## src/rtl/soft_mute_ramp.sv

```systemverilog
module soft_mute_ramp #(
  parameter int DW = 24,
  parameter int STEPS_LOG2 = 10
) (
  input  logic                 clk,
  input  logic                 rst_n,
  input  logic                 mute_req,
  input  logic                 frame_stb,
  input  logic signed [DW-1:0] in_l,
  input  logic signed [DW-1:0] in_r,
  output logic signed [DW-1:0] out_l,
  output logic signed [DW-1:0] out_r,
  output logic                 out_vld
);
  localparam int GW = STEPS_LOG2 + 1;
  localparam int PW = DW + GW + 1;
  localparam logic [GW-1:0] FULL = {1'b1, {STEPS_LOG2{1'b0}}};
  localparam logic signed [PW-1:0] BIAS = {{(PW-STEPS_LOG2){1'b0}}, {STEPS_LOG2{1'b1}}};
  localparam logic signed [PW-1:0] MAXV = {{(PW-DW+1){1'b0}}, {(DW-1){1'b1}}};
  localparam logic signed [PW-1:0] MINV = {{(PW-DW+1){1'b1}}, {(DW-1){1'b0}}};

  logic [GW-1:0] gain;
  logic signed [PW-1:0] gain_s, prod_l, prod_r;

  assign gain_s = PW'($signed({1'b0, gain}));
  assign prod_l = PW'(in_l) * gain_s;
  assign prod_r = PW'(in_r) * gain_s;

  function automatic logic signed [DW-1:0] scale(input logic signed [PW-1:0] p);
    logic signed [PW-1:0] q;
    q = (p[PW-1] ? p + BIAS : p) >>> STEPS_LOG2;
    if (q > MAXV)      return MAXV[DW-1:0];
    else if (q < MINV) return MINV[DW-1:0];
    else               return q[DW-1:0];
  endfunction

  always_ff @(posedge clk) begin
    if (!rst_n) begin
      gain <= FULL;
    end else if (frame_stb) begin
      if (mute_req && gain != '0)      gain <= gain - 1'b1;
      else if (!mute_req && gain != FULL) gain <= gain + 1'b1;
    end
  end

  always_ff @(posedge clk) begin
    if (!rst_n) begin
      out_l   <= '0;
      out_r   <= '0;
      out_vld <= 1'b0;
    end else begin
      out_vld <= frame_stb;
      if (frame_stb) begin
        out_l <= scale(prod_l);
        out_r <= scale(prod_r);
      end
    end
  end
endmodule


```

## config.mk

```make
export PLATFORM = sky130hd
export DESIGN_NAME = soft_mute_ramp
export DESIGN_NICKNAME = d
export VERILOG_FILES = /design/src/rtl/soft_mute_ramp.sv
export SDC_FILE = /design/constraint.sdc
export NUM_CORES = 2
export LEC_CHECK = 0
export BUFFER_PORTS_ARGS = -buffer_cell sky130_fd_sc_hd__buf_4
export CAP_MARGIN = 20
export CELL_PAD_IN_SITES_DETAIL_PLACEMENT = 0
export CELL_PAD_IN_SITES_GLOBAL_PLACEMENT = 1
export CORE_ASPECT_RATIO = 0.7
export CORE_MARGIN = 2
export CORE_UTILIZATION = 54
export DETAILED_ROUTE_END_ITERATION = 10
export PLACE_DENSITY = 0.95
export RECOVER_POWER = 50
export SYNTH_ARGS = -nofsm -noshare
export SYNTH_HDL_FRONTEND = slang
export SYNTH_SLANG_ARGS = --single-unit
```

## constraint.sdc

```tcl
create_clock -name clk -period 17.65 [get_ports clk]
set_clock_uncertainty 0.2 [all_clocks]
set_input_delay 0.8825 -clock clk [delete_from_list [all_inputs] [get_ports clk]]
set_output_delay 0.8825 -clock clk [all_outputs]
set_load 0.005 [all_outputs]
```

==> flow_summary.json <==
{
  "ys_ff_latch": 60,
  "grt_pass1_vias": 20000,
  "crit_path_max_fanout": 51,
  "async_reset_ff_frac": 0,
  "worst_pin_slew_ns": 2.37,
  "cts_max_level": 3,
  "grt-ovfl-total": 0,
  "period_needed_ns": 7.98,
  "ios": 101,
  "grt_antenna_before_repair": 1,
  "seq_area_um2": 1210,
  "ys_types": 85,
  "cts_sinks": 60,
  "drive_above_1_share": 0.0687,
  "synthTopCellsByArea": "fa_1, inv_1, ha_1",
  "yosysTopAreaCell": "fa_1",
  "yosys.area.top_type_share": 0.394,
  "rows": 64,
  "syn_to_final_growth_pct": 4.95,
  "ys.flop_type": "dfxtp_1",
  "cts_buffers": 9,
  "wl_per_cell_um": 16.6,
  "layout.nets": 3518,
  "drt_pre_antenna_iters": 6,
  "fin_setup_tns_ns": 0,
  "fin_area_um2": 24900,
  "ys_seq_area_frac": 0.0506,
  "timing.fmax_mhz": 125,
  "core_area_um2": 43600,
  "clk_path_buf_depth": 2,
  "clk_pin_slew_ns": 0.06,
  "path_class": "register to register",
  "grt_pass1_wl_mm": 97.9,
  "finalSetupViolations": 0,
  "crit_path_end_kind": "register",
  "clk_latency_ns": 0.37,
  "die_h_um": 179,
  "post_drt_via_cell_ratio": 5.59,
  "failed_checks": "capacitance limit, slew limit",
  "dpl.hpwl_mm": 46.3,
  "vias": 19200,
  "grt_util_all_layers": 0.264,
  "slew_viol_final": 51,
  "maxSlewHeadroom": -0.582,
  "drt_iter0_markers": 1474,
  "grt_max_degree": 52,
  "syn_nets": 3560,
  "tritoncts": "built",
  "dp.cells": 3416,
  "floorplan.die.width_um": 255,
  "initial_utilization": 0.545,
  "hp-class": "register to register",
  "finalCritPeriodShare": 0.452,
  "syn_area_per_cell_um2": 8.25,
  "post_cts_buffers": 0,
  "fillers": 4061,
  "critPathRequiredTime_ns": 17.76,
  "holdBufCountCts": 0,
  "status": "finished with violations",
  "rsz0062_at_grt": "false",
  "drv_cap": 1,
  "cts_root_buffer": "clkbuf_16",
  "final_common_cell": "inv_1",
  "place_area_um2": 24600,
  "synth_edf_count": 0,
  "critPathLaunchType": "register",
  "cts_resized": 0,
  "yosysWarnings": 0,
  "crit_arrival_ns": 8.08,
  "syn-instance-count": 2876,
  "final_cell_count_no_fill": 3434,
  "die_area_um2": 45700,
  "portBuffers": 100,
  "wl_mm": 56.9,
  "globalplace.congestion": 0.927,
  "multiInputGateArea_um2": 19600,
  "route.detailed.drc": 0,
  "final_cell_mix": "inv_1, fa_1, nand2_1",
  "finalHoldViolations": 0,
  "syn_area_um2": 23700,
  "ant_nets": 0
}
## through the flow
step           hold WS (ns)   util  setup slack, ns
2_1_floorplan         0.278      -            10.55
3_3_place_gp          0.278  0.565             9.84
3_5_place_dp          0.283  0.566             9.69
4_1_cts               0.296  0.572             9.79
5_1_grt               0.330  0.572             9.17
6_report              0.292  0.572             9.67
## flip-flops by register name, indices dropped and copies added (netlist names)
register	flops
out_l	24
out_vld	1
gain	11
out_r	24
## layout make-up
cell class                 count  area share
multi-input combinational   2055       0.787
inverter                     593      0.0894
sequential                    60      0.0487
timing repair buffer         115      0.0343
tap                          594      0.0298
clock buffer                  12     0.00990
clock inverter                 4     0.00100
antenna                        1    0.000100
## worst max-delay path, stage by stage (launching register included)
cell,delay (ns)
dfxtp_2,1.04
nand2_1,0.18
fa_1,0.50
fa_1,0.51
fa_1,0.49
inv_1,0.05
fa_1,0.53
inv_1,0.06
fa_1,0.53
inv_1,0.04
ha_1,0.37
a21oi_1,0.27
o211ai_2,0.31
nand3_1,0.27
o311ai_0,0.29
nor4_1,0.53
and4_1,0.48
nand3_1,0.28
o41ai_2,0.26
buf_4,0.30
a21boi_1,0.21
o221a_1,0.18
## cell usage after synthesis, types with 8 or more instances
library cell / count
nand4_1: 21
o21a_1: 22
and3_1: 9
clkbuf_1: 140
a21boi_0: 8
o21ai_1: 14
a211oi_2: 21
o211ai_1: 17
a21o_1: 22
nand2b_1: 9
nand3b_1: 10
xnor2_1: 73
dfxtp_1: 60
mux2i_1: 12
nor3_1: 33
and4_1: 9
a21oi_1: 95
xor2_1: 32
or3_1: 15
fa_1: 467
nor4_1: 22
and2_1: 162
nand3_1: 19
a211oi_1: 16
o21ai_0: 66
inv_1: 593
nand2_1: 450
buf_2: 18
nor2_1: 117
ha_1: 165
a31oi_1: 15
nor2b_1: 11
## path summary, 6_finish.rpt
| check | startpoint | endpoint | slack [ns] | cells after the start |
|---|---|---|---|---|
| max | gain[8] | out_r[19] | 9.67 | 21 |
| min | out_l[0] | out_l[0] | 0.29 | 2 |
| max reg2reg | gain[8] | out_r[19] | 9.67 | 21 |
| min reg2reg | out_l[0] | out_l[0] | 0.29 | 2 |
## cells by family (layout without fill, tap and decap cells)
logic type,Yosys count,in the layout,synth area share
adders and majority gates,632,632,0.481
xor gates and xnor gates,105,105,0.0387
DFF,60,60,0.0506
buffers and inverters,761,724,0.124
and+or+nand+nor,926,926,0.188
AOI/OAI and AO/OA,380,380,0.113
muxes,12,12,0.00506
other,0,1,0
## per-layer routing
metal / vias to the layer above / GRT usage / share of wire
met3: 53 / 0.0423 / 0.078
met1: 9674 / 0.392 / 0.45
met4: 0 / 0.0599 / 0.016
met2: 679 / 0.407 / 0.45
li1: 8805 / - / -
met5: - / 0 / 0
Power is left out: the tool's default activity adds up to more than one toggle a clock period on the data nets, which glitch-free logic cannot reach.
